<file path="src/rtl/uart_link_pkg.sv">
package uart_link_pkg;

    typedef enum logic [2:0] {
        PH_IDLE,
        PH_START,
        PH_DATA,
        PH_PAR,
        PH_STOP
    } phase_e;

    // Parity bit for a character of (5 + len) bits, honouring stick mode.
    function automatic logic parity_of(input logic [7:0] d,
                                       input logic [1:0] len,
                                       input logic       even,
                                       input logic       stick);
        logic [7:0] m;
        m = d & (8'hFF >> (2'd3 - len));
        if (stick) return ~even;
        return even ? ^m : ~^m;
    endfunction

endpackage

</file>
<file path="src/rtl/uart_baud_gen.sv">
module uart_baud_gen #(
    parameter int DIV_W = 16
) (
    input  logic             clk,
    input  logic             rst_n,
    input  logic [DIV_W-1:0] cfg_div,
    output logic             tick
);
    typedef struct packed {
        logic [DIV_W-1:0] cnt;
        logic             tick;
    } bg_t;

    bg_t b_d, b_q;
    logic [DIV_W-1:0] lim;

    always_comb begin
        b_d = b_q;
        lim = (cfg_div <= DIV_W'(1)) ? '0 : cfg_div - DIV_W'(1);
        if (b_q.cnt >= lim) begin
            b_d.cnt  = '0;
            b_d.tick = 1'b1;
        end else begin
            b_d.cnt  = b_q.cnt + DIV_W'(1);
            b_d.tick = 1'b0;
        end
    end

    always_ff @(posedge clk or negedge rst_n) begin
        if (!rst_n) b_q <= '0;
        else        b_q <= b_d;
    end

    assign tick = b_q.tick;

    // with a divisor above one, ticks never come on adjacent clocks
    a_r1_tick_spacing: assert property (@(posedge clk) disable iff (!rst_n)
        (tick && cfg_div > DIV_W'(1)) |=> !tick);

endmodule

</file>
<file path="src/rtl/uart_tx_engine.sv">
module uart_tx_engine
    import uart_link_pkg::*;
(
    input  logic       clk,
    input  logic       rst_n,
    input  logic       tick,
    input  logic [1:0] cfg_len,
    input  logic       cfg_two_stop,
    input  logic       cfg_par_en,
    input  logic       cfg_par_even,
    input  logic       cfg_par_stick,
    input  logic [7:0] tx_data,
    input  logic       tx_valid,
    output logic       tx_ready,
    output logic       tx_line
);
    typedef struct packed {
        logic       hold_full;
        logic [7:0] hold_data;
        phase_e     phase;
        logic [7:0] shreg;
        logic [2:0] bit_idx;
        logic [3:0] sub;
        logic       stop_idx;
        logic       line;
        logic [1:0] len;
        logic       two_stop;
        logic       par_en;
        logic       par_val;
    } tx_t;

    tx_t t_d, t_q;
    logic bit_end;
    logic load;

    always_comb begin
        t_d     = t_q;
        bit_end = tick && (t_q.sub == 4'd15);
        load    = 1'b0;

        if (tx_valid && !t_q.hold_full) begin
            t_d.hold_full = 1'b1;
            t_d.hold_data = tx_data;
        end

        if (tick && t_q.phase != PH_IDLE) t_d.sub = t_q.sub + 4'd1;

        unique case (t_q.phase)
            PH_IDLE: begin
                t_d.line = 1'b1;
                if (tick && t_q.hold_full) load = 1'b1;
            end
            PH_START: begin
                if (bit_end) begin
                    t_d.phase   = PH_DATA;
                    t_d.bit_idx = 3'd0;
                    t_d.line    = t_q.shreg[0];
                end
            end
            PH_DATA: begin
                if (bit_end) begin
                    if (t_q.bit_idx == (3'(t_q.len) + 3'd4)) begin
                        if (t_q.par_en) begin
                            t_d.phase = PH_PAR;
                            t_d.line  = t_q.par_val;
                        end else begin
                            t_d.phase    = PH_STOP;
                            t_d.stop_idx = 1'b0;
                            t_d.line     = 1'b1;
                        end
                    end else begin
                        t_d.bit_idx = t_q.bit_idx + 3'd1;
                        t_d.shreg   = t_q.shreg >> 1;
                        t_d.line    = t_q.shreg[1];
                    end
                end
            end
            PH_PAR: begin
                if (bit_end) begin
                    t_d.phase    = PH_STOP;
                    t_d.stop_idx = 1'b0;
                    t_d.line     = 1'b1;
                end
            end
            PH_STOP: begin
                if (bit_end) begin
                    if (t_q.two_stop && !t_q.stop_idx) t_d.stop_idx = 1'b1;
                    else if (t_q.hold_full)            load = 1'b1;
                    else                               t_d.phase = PH_IDLE;
                end
            end
            default: t_d.phase = PH_IDLE;
        endcase

        if (load) begin
            t_d.hold_full = 1'b0;
            t_d.phase     = PH_START;
            t_d.sub       = 4'd0;
            t_d.line      = 1'b0;
            t_d.shreg     = t_q.hold_data;
            t_d.len       = cfg_len;
            t_d.two_stop  = cfg_two_stop;
            t_d.par_en    = cfg_par_en;
            t_d.par_val   = parity_of(t_q.hold_data, cfg_len, cfg_par_even, cfg_par_stick);
        end
    end

    always_ff @(posedge clk or negedge rst_n) begin
        if (!rst_n) begin
            t_q       <= '0;
            t_q.phase <= PH_IDLE;
            t_q.line  <= 1'b1;
        end else begin
            t_q <= t_d;
        end
    end

    assign tx_ready = !t_q.hold_full;
    assign tx_line  = t_q.line;

    // an accepted byte fills the holding register for at least one cycle
    a_r6_ready_drops: assert property (@(posedge clk) disable iff (!rst_n)
        (tx_valid && tx_ready) |=> !tx_ready);
    // the line is high whenever no frame is in progress
    a_r2_idle_high: assert property (@(posedge clk) disable iff (!rst_n)
        (t_q.phase == PH_IDLE) |-> tx_line);
    // stop bits are driven high
    a_r3_stop_high: assert property (@(posedge clk) disable iff (!rst_n)
        (t_q.phase == PH_STOP) |-> tx_line);

endmodule

</file>
<file path="src/rtl/uart_rx_engine.sv">
module uart_rx_engine
    import uart_link_pkg::*;
#(
    parameter int TMO_W = 16
) (
    input  logic             clk,
    input  logic             rst_n,
    input  logic             tick,
    input  logic             rx_line,
    input  logic [1:0]       cfg_len,
    input  logic             cfg_two_stop,
    input  logic             cfg_par_en,
    input  logic             cfg_par_even,
    input  logic             cfg_par_stick,
    input  logic [TMO_W-1:0] cfg_timeout,
    output logic [7:0]       rx_data,
    output logic             rx_valid,
    output logic             rx_parity_err,
    output logic             rx_frame_err,
    output logic             rx_timeout
);
    localparam logic [TMO_W:0] ONE_T = (TMO_W+1)'(1);

    typedef struct packed {
        logic [1:0]       sync;
        logic             prev;
        phase_e           phase;
        logic [3:0]       sub;
        logic [2:0]       bit_idx;
        logic [7:0]       data;
        logic             par_bad;
        logic             frm_bad;
        logic             stop_idx;
        logic [7:0]       out_data;
        logic             valid;
        logic             perr;
        logic             ferr;
        logic             tmo_arm;
        logic [TMO_W-1:0] tmo_cnt;
        logic             tmo_hit;
    } rx_t;

    rx_t r_d, r_q;
    logic line_s, fall, mid, last_bit, stop_bad;

    assign line_s = r_q.sync[1];

    always_comb begin
        r_d         = r_q;
        r_d.valid   = 1'b0;
        r_d.tmo_hit = 1'b0;
        r_d.sync    = {r_q.sync[0], rx_line};
        r_d.prev    = line_s;
        fall        = r_q.prev && !line_s;
        mid         = tick && (r_q.sub == 4'd15);
        last_bit    = (r_q.bit_idx == (3'(cfg_len) + 3'd4));
        stop_bad    = r_q.frm_bad | ~line_s;

        if (tick && r_q.phase != PH_IDLE) r_d.sub = r_q.sub + 4'd1;

        unique case (r_q.phase)
            PH_IDLE: begin
                if (fall) begin
                    r_d.phase   = PH_START;
                    r_d.sub     = 4'd0;
                    r_d.tmo_arm = 1'b0;
                    r_d.tmo_cnt = '0;
                end else if (tick && r_q.tmo_arm && cfg_timeout != '0) begin
                    if (({1'b0, r_q.tmo_cnt} + ONE_T) >= {1'b0, cfg_timeout}) begin
                        r_d.tmo_hit = 1'b1;
                        r_d.tmo_arm = 1'b0;
                    end else begin
                        r_d.tmo_cnt = r_q.tmo_cnt + TMO_W'(1);
                    end
                end
            end
            PH_START: begin
                if (tick && r_q.sub == 4'd7) begin
                    if (!line_s) begin
                        r_d.phase   = PH_DATA;
                        r_d.sub     = 4'd0;
                        r_d.bit_idx = 3'd0;
                        r_d.data    = 8'h00;
                        r_d.par_bad = 1'b0;
                        r_d.frm_bad = 1'b0;
                    end else begin
                        r_d.phase = PH_IDLE;
                    end
                end
            end
            PH_DATA: begin
                if (mid) begin
                    r_d.data[r_q.bit_idx] = line_s;
                    if (last_bit) begin
                        if (cfg_par_en) begin
                            r_d.phase = PH_PAR;
                        end else begin
                            r_d.phase    = PH_STOP;
                            r_d.stop_idx = 1'b0;
                        end
                    end else begin
                        r_d.bit_idx = r_q.bit_idx + 3'd1;
                    end
                end
            end
            PH_PAR: begin
                if (mid) begin
                    r_d.par_bad  = line_s != parity_of(r_q.data, cfg_len, cfg_par_even, cfg_par_stick);
                    r_d.phase    = PH_STOP;
                    r_d.stop_idx = 1'b0;
                end
            end
            PH_STOP: begin
                if (mid) begin
                    if (cfg_two_stop && !r_q.stop_idx) begin
                        r_d.stop_idx = 1'b1;
                        r_d.frm_bad  = stop_bad;
                    end else begin
                        r_d.phase    = PH_IDLE;
                        r_d.valid    = 1'b1;
                        r_d.out_data = r_q.data;
                        r_d.perr     = r_q.par_bad;
                        r_d.ferr     = stop_bad;
                        r_d.tmo_arm  = 1'b1;
                        r_d.tmo_cnt  = '0;
                    end
                end
            end
            default: r_d.phase = PH_IDLE;
        endcase
    end

    always_ff @(posedge clk or negedge rst_n) begin
        if (!rst_n) begin
            r_q       <= '0;
            r_q.phase <= PH_IDLE;
            r_q.sync  <= 2'b11;
            r_q.prev  <= 1'b1;
        end else begin
            r_q <= r_d;
        end
    end

    assign rx_data       = r_q.out_data;
    assign rx_valid      = r_q.valid;
    assign rx_parity_err = r_q.perr;
    assign rx_frame_err  = r_q.ferr;
    assign rx_timeout    = r_q.tmo_hit;

    // a character strobe lasts one cycle
    a_r7_valid_single: assert property (@(posedge clk) disable iff (!rst_n)
        rx_valid |=> !rx_valid);
    // error flags move only together with a new character
    a_r8_flag_hold: assert property (@(posedge clk) disable iff (!rst_n)
        !rx_valid |-> ($stable(rx_parity_err) && $stable(rx_frame_err)));
    // the timeout pulse lasts one cycle
    a_r10_tmo_single: assert property (@(posedge clk) disable iff (!rst_n)
        rx_timeout |=> !rx_timeout);
    // the timeout never coincides with a character strobe
    a_r10_tmo_apart: assert property (@(posedge clk) disable iff (!rst_n)
        rx_timeout |-> !rx_valid);

endmodule

</file>
<file path="src/rtl/uart_link.sv">
module uart_link #(
    parameter int DIV_W = 16,
    parameter int TMO_W = 16
) (
    input  logic             clk,
    input  logic             rst_n,
    input  logic [DIV_W-1:0] cfg_divisor,
    input  logic [1:0]       cfg_char_len,
    input  logic             cfg_two_stop,
    input  logic             cfg_parity_en,
    input  logic             cfg_parity_even,
    input  logic             cfg_parity_stick,
    input  logic [TMO_W-1:0] cfg_rx_timeout,
    input  logic [7:0]       tx_data,
    input  logic             tx_valid,
    output logic             tx_ready,
    output logic             tx_line,
    input  logic             rx_line,
    output logic [7:0]       rx_data,
    output logic             rx_valid,
    output logic             rx_parity_err,
    output logic             rx_frame_err,
    output logic             rx_timeout
);
    logic tick;

    uart_baud_gen #(.DIV_W(DIV_W)) u_baud (
        .clk     (clk),
        .rst_n   (rst_n),
        .cfg_div (cfg_divisor),
        .tick    (tick)
    );

    uart_tx_engine u_tx (
        .clk           (clk),
        .rst_n         (rst_n),
        .tick          (tick),
        .cfg_len       (cfg_char_len),
        .cfg_two_stop  (cfg_two_stop),
        .cfg_par_en    (cfg_parity_en),
        .cfg_par_even  (cfg_parity_even),
        .cfg_par_stick (cfg_parity_stick),
        .tx_data       (tx_data),
        .tx_valid      (tx_valid),
        .tx_ready      (tx_ready),
        .tx_line       (tx_line)
    );

    uart_rx_engine #(.TMO_W(TMO_W)) u_rx (
        .clk           (clk),
        .rst_n         (rst_n),
        .tick          (tick),
        .rx_line       (rx_line),
        .cfg_len       (cfg_char_len),
        .cfg_two_stop  (cfg_two_stop),
        .cfg_par_en    (cfg_parity_en),
        .cfg_par_even  (cfg_parity_even),
        .cfg_par_stick (cfg_parity_stick),
        .cfg_timeout   (cfg_rx_timeout),
        .rx_data       (rx_data),
        .rx_valid      (rx_valid),
        .rx_parity_err (rx_parity_err),
        .rx_frame_err  (rx_frame_err),
        .rx_timeout    (rx_timeout)
    );

endmodule

</file>
<file path="config.mk">
export PLATFORM = sky130hd
export DESIGN_NAME = uart_link
export DESIGN_NICKNAME = d
export VERILOG_FILES = /design/src/rtl/uart_link_pkg.sv /design/src/rtl/uart_baud_gen.sv /design/src/rtl/uart_tx_engine.sv /design/src/rtl/uart_rx_engine.sv /design/src/rtl/uart_link.sv
export SDC_FILE = /design/constraint.sdc
export NUM_CORES = 1
export LEC_CHECK = 0
export ABC_AREA = 1
export BUFFER_PORTS_ARGS = -buffer_cell sky130_fd_sc_hd__buf_2
export CAP_MARGIN = 5
export CORE_AREA = 8 8 135 112
export DETAILED_ROUTE_END_ITERATION = 16
export DIE_AREA = 0 0 143 120
export PLACE_DENSITY = 0.74
export SLEW_MARGIN = 20
export SYNTH_ARGS = -nofsm -noshare
export SYNTH_HDL_FRONTEND = slang
export SYNTH_SLANG_ARGS = --single-unit
</file>
<file path="constraint.sdc">
create_clock -name clk -period 2.96 [get_ports clk]
set_clock_uncertainty 0.05 [all_clocks]
set_input_delay 0.296 -clock clk [delete_from_list [all_inputs] [get_ports clk]]
set_output_delay 0.296 -clock clk [all_outputs]
set_load 0.1 [all_outputs]
</file>
==> metrics.csv <==
stage,metric,value,unit
sta,worst slew pin tran,0.684,ns
clock_tree,Root Driver,clkbuf_16,
routing,overall via count from detail_route,6215,
global_routing,initial antenna violation count,0,
worst_setup_path,Slowest cell on crit path,dfrtp_1,
sta,fin crit share,0.925,
global_routing,first-pass GRT wire length,25600,um
global_routing,largest net degree at the start of global routing,53,
yosys,syn nets,1062,
global_routing,GR Overflow Total,0,
worst_setup_path,top cell family by delay on the critical path,simple AND/OR/NAND/NOR gates,
routing,final wirelength,14600,um
floorplanning,Initial Util,0.533,
finish,share of layout cells above drive strength 1,0.137,
pwr,Power Total,3.93,mW
worst_setup_path,Worst R2R Setup Slack,0.22,ns
pwr,Leak,4.18,nW
worst_setup_path,required time of the critical path,3.14,ns
yosys,Yosys cell types,44,
placed_design,placed cell area,7490,sq um
yosys,register area share after synthesis,0.374,
global_routing,gr usage total,0.176,
placed_design,Port Buf Inserts,63,
floorplanning,die area,17200,sq um
clock_tree,CTS buffer count,9,
floorplanning,IO Count,64,
sta,Fin. Hold Viols,0,
routing,WL/cell,11.8,um
routing,DRC,0,
min_path,hold path depth,3,
finish,most frequent cells in the layout,"252 x nand2_1, 140 x inv_1, 99 x dfrtp_1",
yosys,Syn Inst Count,972,
worst_setup_path,CP max FO,6,
min_path,HP Start,tx_data[2],
finish,fill count,1229,
pwr,pwr dens,496,nW/um^2
run_status,status,"complete, no violations",
run,# Max-Cap Violations,0,
worst_setup_path,R2R depth,19,
yosys,post-synthesis register bit count,104,
global_routing,vias in the first global route,5791,
clock_tree,CTS HTree Levels,3,
clock_tree,clk sink count,104,
placed_design,Final HPWL DP,11000,um
yosys,Syn. warnings,0,
finish,cell area after layout,7910,sq um
floorplanning,row count,38,
worst_setup_path,max incr delay on CP,0.41,ns
routing,initial drt markers,491,
worst_setup_path,worst path bufs/invs,4,
sta,hold_ws,0.145,ns
placed_design,RD Place Congestion,0.903,
sta,f_max,365,MHz
routing,drt via density,5.05,
pwr,worst vdd ir,0.735,mV
clock_tree,maximum clock path buffer count,2,
sta,# setup viols final,0,
worst_setup_path,Worst setup EP type,register,
clock_tree,CTS tree,yes,
yosys,synthesized area,6970,sq um
worst_setup_path,reg2reg start,u_rx.r_q[8],
finish,Area Growth Syn to Fin,13.5,%
yosys,Syn Area/Cell,7.17,sq um
floorplanning,Chip Width,143,um
finish,"leading cell type in the layout, fill and taps excluded",nand2_1,
finish,Layout Utilization,0.605,
worst_setup_path,worst-path cell chain,"buf_4, inv_1, nor3_1, nand2_1, nor2_1, nand2_1, nand2_1, inv_1, ha_1, nand3_1, nor3_1, nand2_1, nand3_1, nor2_2, nand2_1, nand2_4, buf_4, nand3_1, nand2_1",
routing,First-pass DRT Iterations,6,
finish,NumNets Final,1135,
worst_setup_path,CP most frequent cell,nand2_1,
clock_tree,Worst-path clk slew,0.07,ns
sta,Final Max Slew Viols,0,
worst_setup_path,Setup CP Type,register to register,
floorplanning,CORE AREA,13100,sq um
min_path,min-delay worst type,primary input to register,
sta,Tmin final,2.74,ns
finish,Ant. Diodes,0,
clock_tree,"Clk Latency, worst-skew pair",0.34,ns
sta,Rel. slew slack,0.544,
routing,DRT antenna net count,0,
worst_setup_path,crit path DAT,2.91,ns
worst_setup_path,Reg-to-Reg End,u_rx.r_q[7],
floorplanning,chip height,120,um
min_path,hold worst-path end,u_tx.t_q[27],
worst_setup_path,Worst setup SP type,register,
[worst min-delay path: stages]
cell and delay (ns):
buf_2 0.07, nor2_1 0.03, a21oi_1 0.10
[power by group]
group | switching [mW] | internal (mW) | total (mW)
Clock | 0.544 | 0.631 | 1.17
Combinational | 0.683 | 0.363 | 1.05
Sequential | 0.139 | 1.57 | 1.71
Total | 1.37 | 2.56 | 3.93
[cell type report]
type | instances | area [sq um] | share of cell area
clock buffers | 11 | 253 | 0.0319
clock inverters | 5 | 43.8 | 0.00553
inverters | 143 | 537 | 0.0678
multi-input cells | 704 | 3740 | 0.473
flip-flops and latches | 104 | 2610 | 0.330
well taps | 180 | 225 | 0.0285
repair buffers | 83 | 502 | 0.0634
[synth_stat cells, drive strengths merged]
cell type,number,area [sq um]
nand2,258,983
inv,143,537
nor2,109,439
dfrtp,100,2500
nand3,80,405
o21ai,71,355
ha,40,500
a21oi,32,183
xor2,29,254
nor3,25,130
nand4,17,106
buf,16,115
or2,9,56.3
xnor2,9,78.8
clkbuf,5,18.8
dfstp,4,105
nand3b,4,30.0
o21bai,3,26.3
o22ai,3,18.8
a21boi,2,18.8
and2,2,12.5
mux2,2,22.5
o211ai,2,15.0
nor3b,1,7.51
nor4,1,6.26
o2111ai,1,8.76
o21a,1,7.51
o221ai,1,8.76
o311ai,1,8.76
o31ai,1,7.51
[worst max path at each step]
stage | start | end | cells after the start
after floorplan | cfg_divisor[0] | u_baud.b_q[10] | 19
after global placement | u_rx.r_q[3] | u_rx.r_q[4] | 20
after detailed placement | u_rx.r_q[3] | u_rx.r_q[2] | 20
after CTS | u_rx.r_q[3] | u_rx.r_q[14] | 18
after global routing | u_rx.r_q[8] | u_rx.r_q[14] | 18
final | u_rx.r_q[8] | u_rx.r_q[7] | 19
[registers in the layout, indices dropped and copies added, names as in the netlist]
name and flops:
u_rx.rx_data 8, u_tx.t_q 33, u_baud.b_q 16, u_rx.rx_timeout 1, u_baud.tick 1, u_rx.line_s 1, u_tx.tx_line 1, u_rx.rx_parity_err 1
u_rx.rx_valid 1, u_rx.r_q 39, u_rx.r_d 1, u_rx.rx_frame_err 1
[timing repair]
| action | 4_1_cts | 5_1_grt |
|---|---|---|
| buffers inserted | 0 | 6 |
| endpoints found under the hold margin | 49 | 0 |
| pin swaps | 0 | 1 |
| gates resized for setup | 1 | 15 |
| setup endpoints to repair | 16 | 17 |
| hold buffers | 2 | 0 |
[layer usage]
layer  track usage  vias to the layer above  wire length (um)
met5             0                        -                 0
met4        0.0398                        0               129
met3        0.0298                       12               612
met2         0.282                      123              6410
met1         0.244                     2811              7410
li1              -                     3269                 -
[cell families (layout without fill, tap and decap cells)]
family	after synthesis	after routing	share of synthesized area
multiplexers	2	2	0.00323
flip-flops	104	104	0.374
AND/OR/NAND/NOR	506	506	0.312
XOR/XNOR	38	38	0.0478
AO/OA/AOI/OAI	118	118	0.0944
buffers and inverters	164	242	0.0962
adder cells (fa/ha/maj)	40	40	0.0718
[per-stage QoR]
step,worst slack [ns],cells,TNS (ns)
after floorplan,0.219,972,0
after global placement,-0.0511,1206,-0.647
after detailed placement,-0.0418,1206,-0.460
after CTS,0.0536,1224,0
after global routing,-0.0293,1230,-0.117
final,0.222,1230,0
Note: power is estimated with default switching activity, not from simulation.
